==> src/rtl/spictl_pkg.sv <==
package spictl_pkg;

    localparam int DW      = 8;
    localparam int BCNT_W  = $clog2(DW);
    localparam int EDGE_W  = $clog2(2 * DW);
    localparam int HALF_W  = 7;

    localparam logic [1:0] ADDR_CTRL = 2'd0;
    localparam logic [1:0] ADDR_STAT = 2'd1;
    localparam logic [1:0] ADDR_DATA = 2'd2;

    typedef struct packed {
        logic       ie;
        logic       en;
        logic       lsb_first;
        logic       master;
        logic       cpol;
        logic       cpha;
        logic [1:0] rate;
    } ctrl_t;

    function automatic logic out_bit(input logic [DW-1:0] d, input logic lsb);
        return lsb ? d[0] : d[DW-1];
    endfunction

    function automatic logic [DW-1:0] shift_in(input logic [DW-1:0] d, input logic b,
                                               input logic lsb);
        return lsb ? {b, d[DW-1:1]} : {d[DW-2:0], b};
    endfunction

    function automatic logic [HALF_W-1:0] half_period(input logic [1:0] rate);
        case (rate)
            2'b00:   return HALF_W'(2);
            2'b01:   return HALF_W'(8);
            2'b10:   return HALF_W'(32);
            default: return HALF_W'(64);
        endcase
    endfunction

endpackage

==> src/rtl/spictl_sync.sv <==
module spictl_sync #(
    parameter int             W      = 3,
    parameter int             STAGES = 2,
    parameter logic [W-1:0]   INIT   = '0
) (
    input  logic         clk,
    input  logic         rst,
    input  logic [W-1:0] d,
    output logic [W-1:0] q
);
    logic [W-1:0] stg [STAGES];

    for (genvar i = 0; i < STAGES; i++) begin : g_stage
        if (i == 0) begin : g_first
            always_ff @(posedge clk) begin
                if (rst) stg[0] <= INIT;
                else     stg[0] <= d;
            end
        end else begin : g_next
            always_ff @(posedge clk) begin
                if (rst) stg[i] <= INIT;
                else     stg[i] <= stg[i-1];
            end
        end
    end

    assign q = stg[STAGES-1];
endmodule

==> src/rtl/spictl_clkdiv.sv <==
module spictl_clkdiv
    import spictl_pkg::*;
(
    input  logic       clk,
    input  logic       rst,
    input  logic       run,
    input  logic [1:0] rate,
    output logic       tick
);
    logic [HALF_W-1:0] cnt_q;
    logic [HALF_W-1:0] lim;

    assign lim  = half_period(rate) - HALF_W'(1);
    assign tick = run && (cnt_q == lim);

    always_ff @(posedge clk) begin
        if (rst || !run)      cnt_q <= '0;
        else if (cnt_q == lim) cnt_q <= '0;
        else                  cnt_q <= cnt_q + HALF_W'(1);
    end
endmodule

==> src/rtl/spictl.sv <==
module spictl #(
    parameter int SYNC_STAGES = 2
) (
    input  logic       clk,
    input  logic       rst,
    input  logic       reg_wr,
    input  logic       reg_rd,
    input  logic [1:0] reg_addr,
    input  logic [7:0] reg_wdata,
    output logic [7:0] reg_rdata,
    input  logic       gie,
    input  logic       ss_dir_out,
    input  logic       ss_i,
    input  logic       sck_i,
    output logic       sck_o,
    output logic       sck_oe,
    input  logic       mosi_i,
    output logic       mosi_o,
    output logic       mosi_oe,
    input  logic       miso_i,
    output logic       miso_o,
    output logic       miso_oe,
    output logic       irq
);
    import spictl_pkg::*;

    ctrl_t             ctrl_q;
    logic              flag_q, armed_q, busy_q, sck_ph_q, tx_bit_q, sck_prev_q;
    logic [EDGE_W-1:0] edge_q;
    logic [BCNT_W-1:0] scnt_q;
    logic [DW-1:0]     sh_q, rx_q;
    logic              ss_s, sck_s, mosi_s;
    logic              tick;

    spictl_sync #(.W(3), .STAGES(SYNC_STAGES), .INIT(3'b100)) u_sync (
        .clk (clk),
        .rst (rst),
        .d   ({ss_i, sck_i, mosi_i}),
        .q   ({ss_s, sck_s, mosi_s})
    );

    spictl_clkdiv u_div (
        .clk  (clk),
        .rst  (rst),
        .run  (busy_q),
        .rate (ctrl_q.rate),
        .tick (tick)
    );

    // Decoded conditions
    logic is_master, is_slave, slv_act, fault;
    logic wr_ctrl, wr_data, rd_stat, rd_data;
    logic m_sample, m_done, s_edge, s_lead, s_sample, s_done;
    logic [DW-1:0] m_next;

    assign is_master = ctrl_q.en & ctrl_q.master;
    assign is_slave  = ctrl_q.en & ~ctrl_q.master;
    assign slv_act   = is_slave & ~ss_s;
    assign fault     = is_master & ~ss_dir_out & ~ss_s;

    assign wr_ctrl = reg_wr && reg_addr == ADDR_CTRL;
    assign wr_data = reg_wr && reg_addr == ADDR_DATA;
    assign rd_stat = reg_rd && reg_addr == ADDR_STAT;
    assign rd_data = reg_rd && reg_addr == ADDR_DATA;

    // Master: even edge index = leading edge
    assign m_sample = tick && (edge_q[0] == ctrl_q.cpha);
    assign m_next   = m_sample ? shift_in(sh_q, miso_i, ctrl_q.lsb_first) : sh_q;
    assign m_done   = is_master && !fault && busy_q && tick
                      && edge_q == EDGE_W'(2 * DW - 1);

    // Slave: edges of the synchronised SCK
    assign s_edge   = slv_act && (sck_s != sck_prev_q);
    assign s_lead   = sck_s != ctrl_q.cpol;
    assign s_sample = s_edge && (s_lead != ctrl_q.cpha);
    assign s_done   = s_sample && scnt_q == BCNT_W'(DW - 1);

    always_ff @(posedge clk) begin
        if (rst) begin
            ctrl_q     <= '0;
            flag_q     <= 1'b0;
            armed_q    <= 1'b0;
            busy_q     <= 1'b0;
            sck_ph_q   <= 1'b0;
            tx_bit_q   <= 1'b0;
            sck_prev_q <= 1'b0;
            edge_q     <= '0;
            scnt_q     <= '0;
            sh_q       <= '0;
            rx_q       <= '0;
        end else begin
            sck_prev_q <= sck_s;

            if (wr_ctrl)    ctrl_q        <= ctrl_t'(reg_wdata);
            else if (fault) ctrl_q.master <= 1'b0;

            if (fault || m_done || s_done) flag_q <= 1'b1;
            else if (armed_q && rd_data)   flag_q <= 1'b0;

            if (rd_data)                armed_q <= 1'b0;
            else if (rd_stat && flag_q) armed_q <= 1'b1;

            if (is_master) begin
                scnt_q <= '0;
                if (fault) begin
                    busy_q   <= 1'b0;
                    sck_ph_q <= 1'b0;
                    edge_q   <= '0;
                end else if (busy_q) begin
                    if (tick) begin
                        sck_ph_q <= ~sck_ph_q;
                        edge_q   <= edge_q + EDGE_W'(1);
                        sh_q     <= m_next;
                        if (!m_sample) tx_bit_q <= out_bit(sh_q, ctrl_q.lsb_first);
                        if (m_done) begin
                            busy_q <= 1'b0;
                            rx_q   <= m_next;
                        end
                    end
                end else if (wr_data) begin
                    busy_q   <= 1'b1;
                    edge_q   <= '0;
                    sck_ph_q <= 1'b0;
                    sh_q     <= reg_wdata;
                    tx_bit_q <= out_bit(reg_wdata, ctrl_q.lsb_first);
                end
            end else begin
                busy_q   <= 1'b0;
                sck_ph_q <= 1'b0;
                edge_q   <= '0;
                if (wr_data && scnt_q == '0) sh_q <= reg_wdata;
                if (!slv_act) begin
                    scnt_q   <= '0;
                    tx_bit_q <= out_bit(sh_q, ctrl_q.lsb_first);
                end else if (s_sample) begin
                    sh_q   <= shift_in(sh_q, mosi_s, ctrl_q.lsb_first);
                    scnt_q <= scnt_q + BCNT_W'(1);
                    if (s_done) rx_q <= shift_in(sh_q, mosi_s, ctrl_q.lsb_first);
                end else if (s_edge || scnt_q == '0) begin
                    tx_bit_q <= out_bit(sh_q, ctrl_q.lsb_first);
                end
            end
        end
    end

    assign sck_o   = ctrl_q.cpol ^ sck_ph_q;
    assign sck_oe  = is_master;
    assign mosi_o  = tx_bit_q;
    assign mosi_oe = is_master;
    assign miso_o  = tx_bit_q;
    assign miso_oe = slv_act;
    assign irq     = flag_q & ctrl_q.ie & gie;

    always_comb begin
        case (reg_addr)
            ADDR_CTRL: reg_rdata = ctrl_q;
            ADDR_STAT: reg_rdata = {flag_q, 7'b0};
            ADDR_DATA: reg_rdata = rx_q;
            default:   reg_rdata = '0;
        endcase
    end
endmodule

==> config.mk <==
export PLATFORM = sky130hd
export DESIGN_NAME = spictl
export DESIGN_NICKNAME = d
export VERILOG_FILES = /design/src/rtl/spictl_pkg.sv /design/src/rtl/spictl_sync.sv /design/src/rtl/spictl_clkdiv.sv /design/src/rtl/spictl.sv
export SDC_FILE = /design/constraint.sdc
export NUM_CORES = 1
export LEC_CHECK = 0
export BUFFER_PORTS_ARGS = -buffer_cell sky130_fd_sc_hd__buf_4
export CORE_UTILIZATION = 31
export DETAILED_ROUTE_END_ITERATION = 8
export SLEW_MARGIN = 20
export SYNTH_ARGS = -nofsm -noshare
export SYNTH_HDL_FRONTEND = slang
export SYNTH_SLANG_ARGS = --single-unit
==> constraint.sdc <==
create_clock -name clk -period 3.3 [get_ports clk]
set_input_delay 0.33 -clock clk [delete_from_list [all_inputs] [get_ports clk]]
set_output_delay 0.33 -clock clk [all_outputs]
set_load 0.01 [all_outputs]
After elaboration in Yosys (flattened, before gate mapping) --
Memory sizes are Yosys's and may differ from the RTL's. Cells that the tools add are included.
Storage, ports and cells: input bits 20, output and inout bits 15, flip-flop bits (word level) 44, memories kept 1, memory bits (writable) 6
Memory list:
- u_sync.stg | words 2, bits a word 3, read ports 2, clocked after Yosys merged registers in 0, wr ports 2, line spictl_sync.sv:11 | logic [W-1:0] stg [STAGES];
Operators by class: bitwise gates (word level) 16, $add $sub $neg 4, equal/unequal tests 21, reduce and logical (&&, ||, !) cells 39, multiplexer cells 51
Operators by type and width (count):
- $mux W8 | 19
- $mux W1 | 25
- $pmux W8 S3 | 1
- $pmux W7 S3 | 1
- $logic_and A1 B1 Y1 | 16
- $mux W4 | 3
- $reduce_bool A2 Y1 | 6
- $ne A3 B3 Y1 const B | 3
- $add A7 B1 Y7 const B | 1
- $and A1 B1 Y1 | 7
- $eq A7 B7 Y1 | 1
- $reduce_and A7 Y1 | 1
- $sub A7 B1 Y7 const B | 1
- $mux W3 | 2
- $ne A2 B2 Y1 const B | 3
- $ne A3 B2 Y1 const B | 2
- $not A1 Y1 | 6
- $reduce_and A6 Y1 | 1
- $reduce_or A3 Y1 | 2
- $add A4 B1 Y4 const B | 1
- $eq A2 B1 Y1 const B | 2
- $eq A2 B2 Y1 const B | 2
- $eq A4 B4 Y1 const B | 1
- $logic_not A2 Y1 | 2
- other kinds (13) | 22

Longest topological paths before layout --
word-level depth 13, gate-level depth with buffers 9, gate-level depth less buffers 8

Cells and area by module --
From an unflattened synthesis, not the netlist that was laid out.
Second synthesis, totals: cell total of the unflattened synthesis 326, area total of the unflattened synthesis 2909.0 um2
By module, submodules not included:
- spictl | seq. area each 740.7 um2, area each 2372.3 um2, cells each 275, instances 1
- spictl_clkdiv | seq. area each 140.1 um2, area each 379.1 um2, cells each 39, instances 1
- spictl_sync | seq. area each 120.1 um2, area each 157.7 um2, cells each 12, instances 1

Worst setup path before layout --
OpenSTA, ideal clock, no wires.
path kind register to register, from register ctrl_q[0] in the netlist's numbering, to register sh_q[1], data arrival time 2.317 ns, cell stages (with the launch flop) 9, slack 0.892 ns, library setup time 0.091 ns, clock period less this slack 2.408 ns, required time 3.209 ns, cell sequence dfxtp_1 -> or2_2 -> ha_1 -> xnor2_1 -> nor4b_4 -> o2111ai_4 -> mux2_2 -> nand2_1 -> a311oi_1
On the way: word-level cells in the longest chain between the ends 11, elaborated cells on any way between the ends 15
Ends and longest elaborated chain:
- from (decl) | line spictl.sv:27 | ctrl_t ctrl_q;
- from (signal assigned) | line spictl.sv:94 | if (wr_ctrl) ctrl_q <= ctrl_t'(reg_wdata);
- $eq A2 B2 Y1, or another cell as far along | line spictl_pkg.sv:32 | case (rate)
- $pmux W7 S3 (*) | line spictl_pkg.sv:32
- $sub A7 B1 Y7 (*) | line spictl_clkdiv.sv:13 | assign lim = half_period(rate) - HALF_W'(1);
- $eq A7 B7 Y1 (*) | line spictl_clkdiv.sv:14 | assign tick = run && (cnt_q == lim);
- $logic_and A1 B1 Y1 (*) | line spictl_clkdiv.sv:14
- $logic_and A1 B1 Y1 | line spictl.sv:67 | assign m_sample = tick && (edge_q[0] == ctrl_q.cpha);
- $mux W8 | line spictl.sv:68 | assign m_next = m_sample ? shift_in(sh_q, miso_i, ctrl_q.lsb_first) : sh_q;
- $mux W8 | line spictl.sv:110 | if (tick) begin
- $mux W8 | line spictl.sv:109 | end else if (busy_q) begin
- $mux W8 | line spictl.sv:105 | if (fault) begin
- $mux W8 | line spictl.sv:103 | if (is_master) begin
- to (signal assigned) | line spictl.sv:113 | sh_q <= m_next;
- to (signal assigned) | line spictl.sv:124 | sh_q <= reg_wdata;
- to (signal assigned) | line spictl.sv:131 | if (wr_data && scnt_q == '0) sh_q <= reg_wdata;
- to (decl) | line spictl.sv:31 | logic [DW-1:0] sh_q, rx_q;
Mark *: on every way between the ends. The rest lies on a longest branch, timed or not. The select of a mux whose other input is x is not followed. A chain may end at the register's enable or synchronous reset.

Worst setup path after layout --
from register ctrl_q[0] in the netlist's numbering, to register tx_bit_q (netlist: miso_o)
On the way: word-level cells in the longest chain between the ends 8, elaborated cells on any way between the ends 11
Ends and longest elaborated chain:
- $eq A2 B2 Y1, or another cell as far along | line spictl_pkg.sv:32
- $pmux W7 S3 (*) | line spictl_pkg.sv:32
- $sub A7 B1 Y7 (*) | line spictl_clkdiv.sv:13
- $eq A7 B7 Y1 (*) | line spictl_clkdiv.sv:14
- $logic_and A1 B1 Y1 (*) | line spictl_clkdiv.sv:14
- $logic_and A1 B1 Y1 | line spictl.sv:67
- $ne A3 B3 Y1 (no source line)
- $reduce_and A6 Y1 (no source line) (*)
- to (signal assigned) | line spictl.sv:114 | if (!m_sample) tx_bit_q <= out_bit(sh_q, ctrl_q.lsb_first);
- to (signal assigned) | line spictl.sv:125 | tx_bit_q <= out_bit(reg_wdata, ctrl_q.lsb_first);
- to (signal assigned) | line spictl.sv:134 | tx_bit_q <= out_bit(sh_q, ctrl_q.lsb_first);
- to (decl) | line spictl.sv:28 | logic flag_q, armed_q, busy_q, sck_ph_q, tx_bit_q, sck_prev_q;
Mark *: on every way between the ends. The rest lies on a longest branch, timed or not.

==> results.sh <==
export IMPL_cp_max_fo=17
export IMPL_crit_required_ns=3.49
export IMPL_hold_path_startpoint="ss_i"
export IMPL_routed_via_count=2307
export IMPL_detail_route_wl_per_cell_um=15.1
export IMPL_hold_buffers=0
export IMPL_cap_violations=0
export IMPL_worstMarginPinSlew_ns=0.694
export IMPL_failing_checks="design-rule violations"
export IMPL_synth_edff_count=0
export IMPL_globalplace_congestion=0.807
export IMPL_power_switching_fraction_pct=23.7
export IMPL_reg2reg_from="ctrl_q[0]$_SDFFE_PP0P_"
export IMPL_worst_r2r_path_depth=8
export IMPL_floorplan_die_area_um2=9560
export IMPL_p_switching_mw=0.280
export IMPL_synth_main_ff_cell="sky130_fd_sc_hd__dfxtp_1"
export IMPL_per_cell_via_count_in_the_routed_design=5.15
export IMPL_mappedNetlistArea_um2=2840
export IMPL_dieWidth_um=97.8
export IMPL_n_fill_cell=885
export IMPL_worstPathCellList="or2_2, ha_1, xnor2_1, nor4b_4, o2111ai_1, nand2_1, o211ai_1, mux2i_1"
export IMPL_sequential_to_total_area_share_from_yosys_stat_pct=35.2
export IMPL_first_global_vias=2205
export IMPL_detailed_place_hpwl_um=5000
export IMPL_final_hold_worst_slack_ns=0.204
export IMPL_num_rows=34
export IMPL_syn2layout_area_growth_pct=15.7
export IMPL_design_portCount=35
export IMPL_drtIter0Drc=115
export IMPL_final_design_area_no_fill_um2=3290
export IMPL_antenna_found_initial=0
export IMPL_drt_total_wl_um=6740
export IMPL_rsz_0062_raised_after_global_routing="false"
export IMPL_pin_count_of_the_biggest_net_entering_global_routing=34
export IMPL_finalSetupViolCount=0
export IMPL_finalSetupTns_ns=0
export IMPL_core_region_area_um2=8810
export IMPL_fin_worst_skew_ns=0.00846
export IMPL_synth_largest_area_cell="sky130_fd_sc_hd__dfxtp_1"
export IMPL_tritoncts="done"
export IMPL_p_int_mw=0.898
export IMPL_hold_endpoint="u_sync.stg[0][2]$_SDFF_PP1_"
export IMPL_hold_path_class="in2reg"
export IMPL_achievable_frequency_ghz=0.369
export IMPL_slew_headroom_pct=53.6
export IMPL_ff2ff_setup_slack_ns=0.59
export IMPL_setup_fix_bufs_post_cts=0
export IMPL_grt_first_pass_wirelength_um=11200
export IMPL_clock_tree_root_cell="sky130_fd_sc_hd__clkbuf_8"
export IMPL_status="complete, but fails checks"
export IMPL_cts_buffers_inserted=5
export IMPL_whs_path_depth=2
export IMPL_synth_top_cell_area_share_pct=35.2
export IMPL_synth_register_bits=50
export IMPL_grt_overflow_total=0
export IMPL_finalMaxSlewViolations=0
export IMPL_power_leakage_nw=1.35
export IMPL_seq_power_share_pct=53.5
export IMPL_ctsHtreeMaxLevel=2
export IMPL_netlist_cell_type_count=47
export IMPL_post_synth_main_area_contributors="sky130_fd_sc_hd__dfxtp_1 35%, sky130_fd_sc_hd__mux2i_1 13%, sky130_fd_sc_hd__nor2_1 6.7%"
export IMPL_initial_core_util_pct=32.3
export IMPL_clock_tree_buffer_depth=2
export IMPL_layout_drive_gt1_share_pct=20.6
export IMPL_cpMaxStageDelayCell="sky130_fd_sc_hd__nand2_1"
export IMPL_ys_async_sr_fraction_pct=0
export IMPL_layout_nets=365
export IMPL_post_route_antenna_net_violation_count=0
export IMPL_syn_instance_count=311
export IMPL_drtPass1Iterations=6
export IMPL_power_per_cell_area_nw_per_um2=358
export IMPL_timing_final_crit_share_pct=82.1
export IMPL_final_min_clock_period_ns=2.71
export IMPL_dpl_instance_area_um2=3180
export IMPL_port_buffers=34
export IMPL_cts_resized=0
export IMPL_final_common_cell="sky130_fd_sc_hd__nor2_1"
export IMPL_diodes=0
export IMPL_ys_warnings_count=0
export IMPL_commonest_cells_after_routing_fill_and_taps_aside="51 x sky130_fd_sc_hd__nor2_1, 50 x sky130_fd_sc_hd__dfxtp_1, 38 x sky130_fd_sc_hd__mux2i_1"
export IMPL_setup_worst_path_end_class="flop"
export IMPL_critPathMaxStageDelay_ns=0.48
export IMPL_share_comb_of_total_power_pct=9.7
export IMPL_cp_start_kind="flop"
export IMPL_clk_latency_ns=0.30
export IMPL_cts_sink_count=50
export IMPL_finalHoldViolations=0
export IMPL_drcViolationCount=4
export IMPL_postSynthNetCount=337
export IMPL_grt_util_all_layers_pct=14.6
export IMPL_clkPwrFrac_pct=36.9
export IMPL_syn_mean_instance_area_um2=9.14
export IMPL_worst_setup_hold_path_clk_slew_ns=0.10
export IMPL_timing_worst_setup_path_type="reg2reg"
export IMPL_worst_ir_drop_vdd_mv=0.210
export IMPL_critical_path_reg2reg_endpoint="miso_o$_SDFFE_PP0P_"
export IMPL_chipHeight_um=97.8
export IMPL_cp_data_arrival_time_ns=2.90
[registers in the layout, summed over array words and instances (netlist names)]
| signal | flops |
|---|---|
| ctrl_q | 8 |
| rx_q | 8 |
| sh_q | 8 |
| u_div.cnt_q | 7 |
| u_sync.stg | 6 |
| edge_q | 4 |
| scnt_q | 3 |
| armed_q | 1 |
| busy_q | 1 |
| flag_q | 1 |
| miso_o | 1 |
| sck_ph_q | 1 |
| sck_prev_q | 1 |
[cell type report]
class | instances | area [um2] | share of cell area (%)
tap | 108 | 135 | 4.11
sequential | 50 | 1000 | 30.4
multi-input combinational | 236 | 1730 | 52.7
clock inverter | 2 | 37.5 | 1.14
inverter | 10 | 37.5 | 1.14
clock buffer | 6 | 72.6 | 2.21
timing repair buffer | 36 | 270 | 8.22
[cells in the mapped netlist (5+ instances only)]
master	count
sky130_fd_sc_hd__nor2_1	51
sky130_fd_sc_hd__dfxtp_1	50
sky130_fd_sc_hd__mux2i_1	38
sky130_fd_sc_hd__nand2_1	16
sky130_fd_sc_hd__mux2_2	11
sky130_fd_sc_hd__inv_1	10
sky130_fd_sc_hd__a21oi_1	9
sky130_fd_sc_hd__nand2b_1	9
sky130_fd_sc_hd__nor2b_1	8
sky130_fd_sc_hd__o2bb2ai_1	8
sky130_fd_sc_hd__xnor2_1	8
sky130_fd_sc_hd__nand3_1	7
sky130_fd_sc_hd__o21ai_0	7
sky130_fd_sc_hd__a22o_1	6
sky130_fd_sc_hd__a311oi_1	6
sky130_fd_sc_hd__clkbuf_1	6
sky130_fd_sc_hd__ha_1	6
sky130_fd_sc_hd__or2_2	5
sky130_fd_sc_hd__xor2_1	5
[logic make-up (layout without fill, tap and decap cells)]
kind of cell / count (synthesis) / in the layout / share of synthesized area (%)
and+or+nand+nor: 115 / 115 / 19.9
AOI/OAI and AO/OA: 51 / 51 / 15.5
muxes: 51 / 51 / 19.0
DFF: 50 / 50 / 35.2
buffers and inverters: 25 / 54 / 3.79
xor gates and xnor gates: 13 / 13 / 4.01
adders and majority gates: 6 / 6 / 2.64
[routing by layer]
layer  share of wire [%]  global-route usage (%)  up-vias
met4                 2.8                    5.48        0
li1                    -                       -     1156
met3                 4.3                    2.58       16
met1                  50                    20.2     1069
met5                   0                       0        -
met2                  43                    22.6       66
[worst max-delay path: cells and delay by family (launching register included)]
family          cells  cell delay [ns]
simple gates        3             1.26
flops               1             0.37
compound gates      2             0.36
mux                 1             0.15
xor+xnor            1             0.15
fa+ha+maj           1             0.30
[per-stage QoR]
stage	worst slack, ns	util [%]	power (mW)	std cells
finish	0.592	37.3	1.18	448
global placement	0.649	36.1	0.756	440
global route	0.362	37.3	1.22	448
CTS	0.611	37.3	1.19	448
detailed placement	0.614	36.1	0.756	440
floorplan	0.892	-	0.712	311
[power by group through the flow]
stage,Combinational (mW),Sequential [mW],Clock [mW]
final,0.114,0.629,0.434
after global routing,0.124,0.632,0.467
after CTS,0.114,0.629,0.443
after detailed placement,0.113,0.643,0
after global placement,0.112,0.643,0
after floorplan,0.0748,0.637,0
[how the worst max path moves through the flow]
stage | depth (start not counted) | startpoint | to
global placement | 8 | ctrl_q[0]$_SDFFE_PP0P_ | miso_o$_SDFFE_PP0P_
CTS | 8 | ctrl_q[0]$_SDFFE_PP0P_ | miso_o$_SDFFE_PP0P_
detailed placement | 8 | ctrl_q[0]$_SDFFE_PP0P_ | miso_o$_SDFFE_PP0P_
finish | 8 | ctrl_q[0]$_SDFFE_PP0P_ | miso_o$_SDFFE_PP0P_
floorplan | 8 | ctrl_q[0]$_SDFFE_PP0P_ | sh_q[1]$_SDFFE_PP0P_
global route | 8 | ctrl_q[0]$_SDFFE_PP0P_ | sh_q[3]$_SDFFE_PP0P_
Note: power is estimated with default switching activity, not from simulation.
